`src/rtl/reloc_pkg.sv`:
```
package reloc_pkg;

    parameter int unsigned ADDR_W    = 32;
    parameter int unsigned NUM_TASKS = 8;

    typedef enum logic [1:0] {
        SZ_BYTE = 2'd0,
        SZ_HALF = 2'd1,
        SZ_WORD = 2'd2,
        SZ_RSVD = 2'd3
    } xfer_size_e;

    typedef enum logic [1:0] {
        ST_IDLE = 2'd0,
        ST_PASS = 2'd1,
        ST_TRAP = 2'd2
    } out_state_e;

    typedef enum logic {
        CFG_BASE  = 1'b0,
        CFG_LIMIT = 1'b1
    } cfg_field_e;

endpackage

```
`src/rtl/reloc_regfile.sv`:
```
module reloc_regfile #(
    parameter int unsigned AW = 32,
    parameter int unsigned NT = 8,
    localparam int unsigned TW = (NT > 1) ? $clog2(NT) : 1
) (
    input  logic          clk,
    input  logic          rst_n,
    input  logic          wr_en,
    input  logic          wr_priv,
    input  logic          wr_field,
    input  logic [TW-1:0] wr_task,
    input  logic [AW-1:0] wr_data,
    input  logic [TW-1:0] rd_task,
    output logic [AW-1:0] rd_base,
    output logic [AW-1:0] rd_limit
);
    import reloc_pkg::*;

    logic [AW-1:0] base_q  [NT];
    logic [AW-1:0] limit_q [NT];

    // Only a privileged write may land; an unprivileged strobe is dropped.
    logic wr_ok;
    assign wr_ok = wr_en && wr_priv;

    for (genvar t = 0; t < NT; t++) begin : g_task
        logic hit;
        assign hit = wr_ok && (wr_task == TW'(t));

        always_ff @(posedge clk or negedge rst_n) begin
            if (!rst_n) begin
                base_q[t]  <= '0;
                limit_q[t] <= '0;
            end else if (hit) begin
                if (cfg_field_e'(wr_field) == CFG_LIMIT) begin
                    limit_q[t] <= wr_data;
                end else begin
                    base_q[t]  <= wr_data;
                end
            end
        end
    end

    always_comb begin
        rd_base  = '0;
        rd_limit = '0;
        for (int t = 0; t < NT; t++) begin
            if (rd_task == TW'(t)) begin
                rd_base  = base_q[t];
                rd_limit = limit_q[t];
            end
        end
    end

endmodule

```
`src/rtl/reloc_xlate.sv`:
```
module reloc_xlate #(
    parameter int unsigned AW = 32
) (
    input  logic [AW-1:0] va,
    input  logic [1:0]    size,
    input  logic [AW-1:0] base,
    input  logic [AW-1:0] limit,
    output logic [AW-1:0] pa,
    output logic          in_bounds
);
    import reloc_pkg::*;

    localparam int unsigned EW = AW + 1;

    logic [2:0]    nbytes;
    logic          size_ok;
    logic [EW-1:0] end_excl;

    always_comb begin
        size_ok = 1'b1;
        unique case (xfer_size_e'(size))
            SZ_BYTE: nbytes = 3'd1;
            SZ_HALF: nbytes = 3'd2;
            SZ_WORD: nbytes = 3'd4;
            default: begin
                nbytes  = 3'd0;
                size_ok = 1'b0;
            end
        endcase
    end

    // One bit wider than the address, so an access running past the top of
    // the address space cannot wrap back under the size.
    assign end_excl  = {1'b0, va} + EW'(nbytes);
    assign in_bounds = size_ok && (end_excl <= {1'b0, limit});
    assign pa        = va + base;

endmodule

```
`src/rtl/reloc_fsm.sv`:
```
module reloc_fsm #(
    parameter int unsigned AW = 32
) (
    input  logic          clk,
    input  logic          rst_n,
    input  logic          req_valid,
    input  logic          req_ok,
    input  logic [AW-1:0] req_va,
    input  logic [AW-1:0] req_pa,
    input  logic          req_write,
    input  logic [1:0]    req_size,
    output logic          rsp_valid,
    output logic [AW-1:0] rsp_addr,
    output logic          rsp_write,
    output logic [1:0]    rsp_size,
    output logic          fault_pulse,
    output logic [AW-1:0] fault_addr
);
    import reloc_pkg::*;

    out_state_e    state_q, state_d;
    logic [AW-1:0] addr_q, fva_q;
    logic          wr_q;
    logic [1:0]    sz_q;

    // Transition choice: IDLE without a request, PASS when in bounds,
    // TRAP otherwise, reachable from every state.
    always_comb begin
        state_d = ST_IDLE;
        if (req_valid) begin
            state_d = req_ok ? ST_PASS : ST_TRAP;
        end
    end

    // State register plus payload and sticky fault capture.
    always_ff @(posedge clk or negedge rst_n) begin
        if (!rst_n) begin
            state_q <= ST_IDLE;
            addr_q  <= '0;
            wr_q    <= 1'b0;
            sz_q    <= 2'd0;
            fva_q   <= '0;
        end else begin
            state_q <= state_d;
            if (state_d == ST_PASS) begin
                addr_q <= req_pa;
                wr_q   <= req_write;
                sz_q   <= req_size;
            end
            if (state_d == ST_TRAP) begin
                fva_q <= req_va;
            end
        end
    end

    // Outputs decoded from the current state.
    always_comb begin
        rsp_valid   = 1'b0;
        fault_pulse = 1'b0;
        unique case (state_q)
            ST_IDLE: ;
            ST_PASS: rsp_valid   = 1'b1;
            ST_TRAP: fault_pulse = 1'b1;
            default: ;
        endcase
    end

    assign rsp_addr   = addr_q;
    assign rsp_write  = wr_q;
    assign rsp_size   = sz_q;
    assign fault_addr = fva_q;

endmodule

```
`src/rtl/task_reloc_unit.sv`:
```
module task_reloc_unit #(
    parameter int unsigned ADDR_W    = reloc_pkg::ADDR_W,
    parameter int unsigned NUM_TASKS = reloc_pkg::NUM_TASKS,
    localparam int unsigned TASK_W   = (NUM_TASKS > 1) ? $clog2(NUM_TASKS) : 1
) (
    input  logic              clk,
    input  logic              rst_n,
    input  logic              cfg_we,
    input  logic              cfg_priv,
    input  logic              cfg_field,
    input  logic [TASK_W-1:0] cfg_task,
    input  logic [ADDR_W-1:0] cfg_data,
    input  logic [TASK_W-1:0] cur_task,
    input  logic              req_valid,
    input  logic [ADDR_W-1:0] req_addr,
    input  logic              req_write,
    input  logic [1:0]        req_size,
    output logic              rsp_valid,
    output logic [ADDR_W-1:0] rsp_addr,
    output logic              rsp_write,
    output logic [1:0]        rsp_size,
    output logic              fault_pulse,
    output logic [ADDR_W-1:0] fault_addr
);

    logic [ADDR_W-1:0] sel_base, sel_limit, phys;
    logic              fits;

    reloc_regfile #(.AW(ADDR_W), .NT(NUM_TASKS)) u_regs (
        .clk      (clk),
        .rst_n    (rst_n),
        .wr_en    (cfg_we),
        .wr_priv  (cfg_priv),
        .wr_field (cfg_field),
        .wr_task  (cfg_task),
        .wr_data  (cfg_data),
        .rd_task  (cur_task),
        .rd_base  (sel_base),
        .rd_limit (sel_limit)
    );

    reloc_xlate #(.AW(ADDR_W)) u_xlate (
        .va        (req_addr),
        .size      (req_size),
        .base      (sel_base),
        .limit     (sel_limit),
        .pa        (phys),
        .in_bounds (fits)
    );

    reloc_fsm #(.AW(ADDR_W)) u_fsm (
        .clk         (clk),
        .rst_n       (rst_n),
        .req_valid   (req_valid),
        .req_ok      (fits),
        .req_va      (req_addr),
        .req_pa      (phys),
        .req_write   (req_write),
        .req_size    (req_size),
        .rsp_valid   (rsp_valid),
        .rsp_addr    (rsp_addr),
        .rsp_write   (rsp_write),
        .rsp_size    (rsp_size),
        .fault_pulse (fault_pulse),
        .fault_addr  (fault_addr)
    );

endmodule

```
`config.mk`:
```
export PLATFORM = sky130hd
export DESIGN_NAME = task_reloc_unit
export DESIGN_NICKNAME = d
export VERILOG_FILES = /design/src/rtl/reloc_pkg.sv /design/src/rtl/reloc_regfile.sv /design/src/rtl/reloc_xlate.sv /design/src/rtl/reloc_fsm.sv /design/src/rtl/task_reloc_unit.sv
export SDC_FILE = /design/constraint.sdc
export NUM_CORES = 1
export LEC_CHECK = 0
export BUFFER_PORTS_ARGS = -buffer_cell sky130_fd_sc_hd__buf_2
export CORE_MARGIN = 4
export CORE_UTILIZATION = 62
export CTS_CLUSTER_DIAMETER = 50
export DETAILED_ROUTE_END_ITERATION = 6
export GPL_TIMING_DRIVEN = 0
export PLACE_DENSITY_LB_ADDON = 0.25
export SYNTH_ARGS = -nofsm -noshare
export SYNTH_HDL_FRONTEND = slang
export SYNTH_HIERARCHICAL = 1
export SYNTH_SLANG_ARGS = --single-unit
export TNS_END_PERCENT = 10
```
`constraint.sdc`:
```
create_clock -name clk -period 3.9 [get_ports clk]
set_input_delay 0.195 -clock clk [delete_from_list [all_inputs] [get_ports clk]]
set_output_delay 0.195 -clock clk [all_outputs]
set_load 0.01 [all_outputs]
```
; ---- Yosys cells after proc, flatten, opt, wreduce, memory -nomap -nowiden
; Index checks and enable logic that the tools add are counted.
[op_classes]
order_cmp = 1
reduce_logical = 30
add_sub_neg = 2
muxes = 22
n_eq_ne = 20
n_bitwise = 1
[ops]
columns = cell, count
row1 = 2-to-1 mux 32 bit, 16
row2 = adder 32 x 3 -> 33 bit, 1
row3 = less-or-equal comparator 33 x 32 -> 1 bit, 1
row4 = adder 32 bit, 1
row5 = AND reduction 2 bit, 16
row6 = == test 3 bit (second input constant), 8
row7 = == test 3 x 2 -> 1 bit (second input constant), 4
row8 = logical AND 1 bit, 10
row9 = case mux 3 bit (3 select lines), 1
row10 = == test 2 x 1 -> 1 bit (second input constant), 3
row11 = == test 2 bit (second input constant), 3
row12 = == test 3 x 1 -> 1 bit (second input constant), 2
row13 = logical NOT 3 bit, 2
row14 = 2-to-1 mux 2 bit, 2
row15 = 2-to-1 mux 1 bit, 3
row16 = OR reduction 3 bit, 1
row17 = logical NOT 2 bit, 1
row18 = inverter 1 bit, 1
[word_totals]
ff_bits = 581

; ---- Logic depth before layout (Yosys ltp)
[depth]
word_depth = 14
mapped_depth = 24
ltp_nobuf = 21

; ---- By module
; The synthesis kept the hierarchy.
[modules_own_cells]
columns = module, area_each_um2, instances, cells_each
row1 = reloc_regfile, 24494.7, 1, 1791
row2 = reloc_xlate, 3076.7, 1, 427
row3 = reloc_fsm, 2713.9, 1, 149

; ---- Worst setup path after synthesis
; Ideal clock, no wire load.
[synth_path]
path_kind = input-to-reg
from = input port req_size[1]
to = register u_fsm.fva_q[10], in the netlist u_fsm/fault_addr[10]
arrival_time_ns = 4.334
path_buffers = 3
slack_ns = -0.559
setup_time_ns = 0.125
stages = 24
cell_sequence = nor2_1 > ha_1 > inv_1 > fa_1 > nor2b_1 > nor2_1 > nor2_1 > and3_1 > and4_1 > and3_1 > clkbuf_1 > nand3_1 > xnor2_1 > ha_1 > a21o_1 > a21o_1 > a21oi_1 > o21ai_0 > a221o_1 > a221oi_1 > nand2b_1 > buf_6 > buf_12 > mux2_4
[synth_between]
elab_chain_len = 8
word_cells_on_any_way = 12
classes_between = add/sub: 1 / order compare: 1 / eq/ne: 3 / mux: 4 / reduce/logical: 3
[synth_lines]
columns = item, line_no
row1 = from (decl), task_reloc_unit.sv:17  ; input logic [1:0] req_size,
row2 = == test 2 bit (tied with other cells), reloc_xlate.sv:21  ; unique case (xfer_size_e'(size))
row3 = case mux 3 bit (3 select lines), reloc_xlate.sv:21
row4 = adder 32 x 3 -> 33 bit, reloc_xlate.sv:34  ; assign end_excl = {1'b0, va} + EW'(nbytes);
row5 = less-or-equal comparator 33 x 32 -> 1 bit, reloc_xlate.sv:35  ; assign in_bounds = size_ok && (end_excl <= {1'b0, limit});
row6 = logical AND 1 bit *, reloc_xlate.sv:35
row7 = net fits, task_reloc_unit.sv:27  ; logic fits;
row8 = 2-to-1 mux 2 bit *, reloc_fsm.sv:31  ; state_d = req_ok ? ST_PASS : ST_TRAP;
row9 = 2-to-1 mux 2 bit *, reloc_fsm.sv:30  ; if (req_valid) begin
row10 = == test 2 bit *, reloc_fsm.sv:50  ; if (state_d == ST_TRAP) begin
row11 = to (signal assigned), reloc_fsm.sv:51  ; fva_q <= req_va;
row12 = to (decl), reloc_fsm.sv:22  ; logic [AW-1:0] addr_q, fva_q;
; The timed path passes the listed nets; every way through them passes the cells marked *.
; A chain may end at the register's enable or synchronous reset.

; ---- Worst setup path after layout
[layout_path]
from = input port req_size[0]
to = register u_fsm.fva_q[26], in the netlist u_fsm/fault_addr[26]
; Same word-level chain as after synthesis.

==> qor.txt <==
Status - finished, violations left
Failing checks - setup timing
RR Endpoint - u_fsm/fault_addr[26]$_DFFE_PN0N_
Max Cap Viol - 0
Buffers on Ports - 146
CTS tree - built
Final setup margin - -0.264 ns
# fillers - 3132
Core footprint - 0.0480 mm²
Final ANT Viol Nets - 0
Sequential cell area fraction in the yosys report - 48.0%
Die ar. - 0.0524 mm²
DP Wirelength - 61000 µm
# DRC - 0
Worst Tran Pin Value - 1.08 ns
Final wirelength - 91500 µm
Synth unique cells - 65
GRT overflow - 0
HP Class - input port to flop
Core Util, Final - 73.6%
Largest fanout on the critical path - 8
FF-to-FF setup slack - -0.19 ns
Pin count of the biggest net entering global routing - 129
Wirelength per Cell - 27.4 µm
Clk pin slew, worst setup/hold paths - 0.06 ns
Maximum buffer depth of the clock tree - 3
CP Launch Type - input port
H-tree lvl count - 2
Syn nets - 2514
Initial antenna violation count - 8
Tmin final - 4.16 ns
Critical Path Source - req_size[0]
Final Hold Violating Endpoints - 0
Clock sinks - 581
Sequential cell area - 0.0145 mm²
Reg2reg path depth - 16
DR vias - 22400
Setup crit end - u_fsm/fault_addr[26]$_DFFE_PN0N_
Worst path arrival time - 4.68 ns
Synth async-reset ratio - 100%
Die width - 229 µm
Drt first pass iters - 6
Final net count - 2813
EDFF count, synth - 0
Initial DRC count - 2431
Slew headroom - 27.0%
Cells after synthesis - 2367
Type of destination of the critical path - flop
DR vias/cell - 6.73
Endpoints failing setup - 68
Layout cells sized above 1 - 40.3%
Fin. max-slew vios - 0
P_leak - 16.0 nW
First-pass GRT wire length - 138000 µm
Layout Skew - 0.0236 ns
Synth Warn # - 6
Num CTS Buffers - 61
FF+latch count, synth - 581
# rows - 80
Period utilization - 107%
Clk root buf - clkbuf_16
Fmax - 240 MHz
Total Routing Usage GR - 34.0%
VDD IR max - 0.363 mV
Multi-input logic area - 0.0151 mm²
RSZ-0062 raised after global routing - true
Initial Util - 63.0%
Worst skew pair latency - 0.65 ns
Die height - 229 µm
Setup CP Type - input port to flop
Pwr dens - 516 mW/mm²
Final hold slack - 0.0560 ns
Post-synthesis cell area - 0.0303 mm²
RD Place Congestion - 0.954
Count of boundary I/O pins - 148
P&R area growth vs syn - 16.8%
Avg Cell Area, Syn - 12.8 µm²
Final instance count without filler cells - 3335
Required time worst endpoint - 4.42 ns
Main synth FF type - dfrtp_1
Dpl cells - 3132
Vias in the first global route - 23300
Reg-to-Reg Start - u_regs/limit_q[133]$_DFFE_PN0P_
## layout by cell type (no fill, tap or decap), drive strengths merged, types with 43 or more instances in the layout
cell and n:
clkbuf 190, nor2 102, nand2b 71, a21oi 96
dlygate4sd3 68, mux2i 65, a2111oi 64, o21ai 77
a21boi 65, a32o 62, buf 255, inv 43
dfrtp 581, mux2 581, xnor2 43, ha 66
mux4 64
## how the worst min path moves through the flow
stage                    from                              end  cells past startpoint
floorplan               rst_n  u_fsm/fault_addr[0]$_DFFE_PN0N_                      0
global placement    req_write      u_fsm/rsp_write$_DFFE_PN0N_                      2
detailed placement      rst_n  u_fsm/fault_addr[6]$_DFFE_PN0N_                      1
CTS                 req_valid    u_fsm/rsp_size[1]$_DFFE_PN0N_                      3
global route        req_valid    u_fsm/rsp_size[1]$_DFFE_PN0N_                      3
finish              req_valid    u_fsm/rsp_size[1]$_DFFE_PN0N_                      3
## power by group
group	switching (mW)	total, mW	internal (mW)
logic	2.07	4.29	2.22
registers	0.764	8.08	7.32
clock network	2.45	5.87	3.42
total	5.28	18.2	13.0
## critical path, cell delays in order
cell	delay, ns
buf_12	0.11
nor2_4	0.12
ha_4	0.15
inv_2	0.04
fa_2	0.37
nor2b_2	0.16
nor2_1	0.08
nor2_2	0.15
and3_4	0.23
and4_4	0.26
and3_4	0.24
nand3_4	0.09
xnor2_2	0.14
ha_1	0.33
a21o_1	0.16
a21o_1	0.18
a21oi_2	0.14
o21ai_2	0.08
a221o_1	0.36
a221oi_2	0.28
nand2b_4	0.19
buf_12	0.16
clkbuf_16	0.17
mux2_4	0.30
## area by class of cell
type / count / area share [%]
Clock inverter: 17 / 0.566
Sequential cell: 581 / 41.1
Buffer: 182 / 2.84
Timing Repair Buffer: 238 / 5.05
Clock buffer: 93 / 5.17
Inverter: 41 / 0.435
Tap cell: 615 / 2.18
Antenna cell: 7 / 0.0495
Multi-Input combinational cell: 1561 / 42.6
## through the flow
step	area (µm²)	TNS (ns)	power (mW)	setup WS (ns)
2_1_floorplan	30300	-14.56	10.7	-0.292
3_3_place_gp	31800	-5167.22	11.8	-8.81
3_5_place_dp	31900	-111.23	12.1	-1.71
4_1_cts	35000	-8.91	18.1	-0.205
5_1_grt	35400	-19.93	19.0	-0.364
6_report	35400	-12.81	18.2	-0.264
## logic make-up after synthesis
logic type	count (synthesis)	share of synthesized area [%]
flip-flops	581	48.0
multiplexers	710	28.9
XOR/XNOR	58	1.68
adder cells (fa/ha/maj)	68	2.86
AO/OA/AOI/OAI	436	10.3
buffers and inverters	225	3.37
AND/OR/NAND/NOR	289	4.90
## what timing repair did
item                       CTS  global route
setup endpoints to repair   69            69
gates resized for setup     98            91
cloned                       1             3
hold buffers                68             0
buffers inserted            11             5
hold endpoints to repair   348             0
pin swaps                    8            33
## synthesized netlist by cell type, types with 7 or more instances
| cell type | count | area share [%] |
|---|---|---|
| and3_1 | 12 | 0.25 |
| o21a_1 | 9 | 0.22 |
| inv_1 | 41 | 0.51 |
| mux2i_1 | 65 | 2.1 |
| a211oi_1 | 7 | 0.17 |
| buf_2 | 80 | 1.3 |
| a21o_1 | 26 | 0.64 |
| nand2_1 | 29 | 0.36 |
| mux2_2 | 544 | 20 |
| nor2_1 | 102 | 1.3 |
| xor2_1 | 15 | 0.43 |
| nor2b_1 | 9 | 0.19 |
| dfrtp_1 | 581 | 48 |
| a21boi_0 | 64 | 1.6 |
| clkbuf_1 | 85 | 1.1 |
| nand2b_1 | 71 | 1.5 |
| nand4_1 | 14 | 0.29 |
| and4_1 | 7 | 0.20 |
| mux2_1 | 8 | 0.30 |
| mux2_4 | 29 | 1.4 |
| mux4_2 | 64 | 4.8 |
| a21oi_1 | 95 | 1.6 |
| nand3_1 | 20 | 0.33 |
| a32o_1 | 62 | 2.0 |
| o21ai_0 | 75 | 1.2 |
| ha_1 | 66 | 2.7 |
| buf_1 | 10 | 0.12 |
| xnor2_1 | 43 | 1.2 |
| nor3_1 | 7 | 0.12 |
| a2111oi_0 | 63 | 1.8 |
## sequential cells by signal (all words and copies together), names as in the netlist
| register | flops |
|---|---|
| u_fsm/fault_addr | 32 |
| u_fsm/rsp_addr | 32 |
| u_fsm/rsp_size | 2 |
| u_fsm/rsp_write | 1 |
| u_fsm/state_q | 2 |
| u_regs/base_q | 256 |
| u_regs/limit_q | 256 |
## layer usage
layer	track usage [%]	part of all wire, %	up-vias
met1	43.4	38	11400
li1	-	-	9409
met5	0	0.014	-
met2	54.3	47	1266
met3	10.2	10	308
met4	14.8	4.8	2
(Power assumes the default switching activity.)
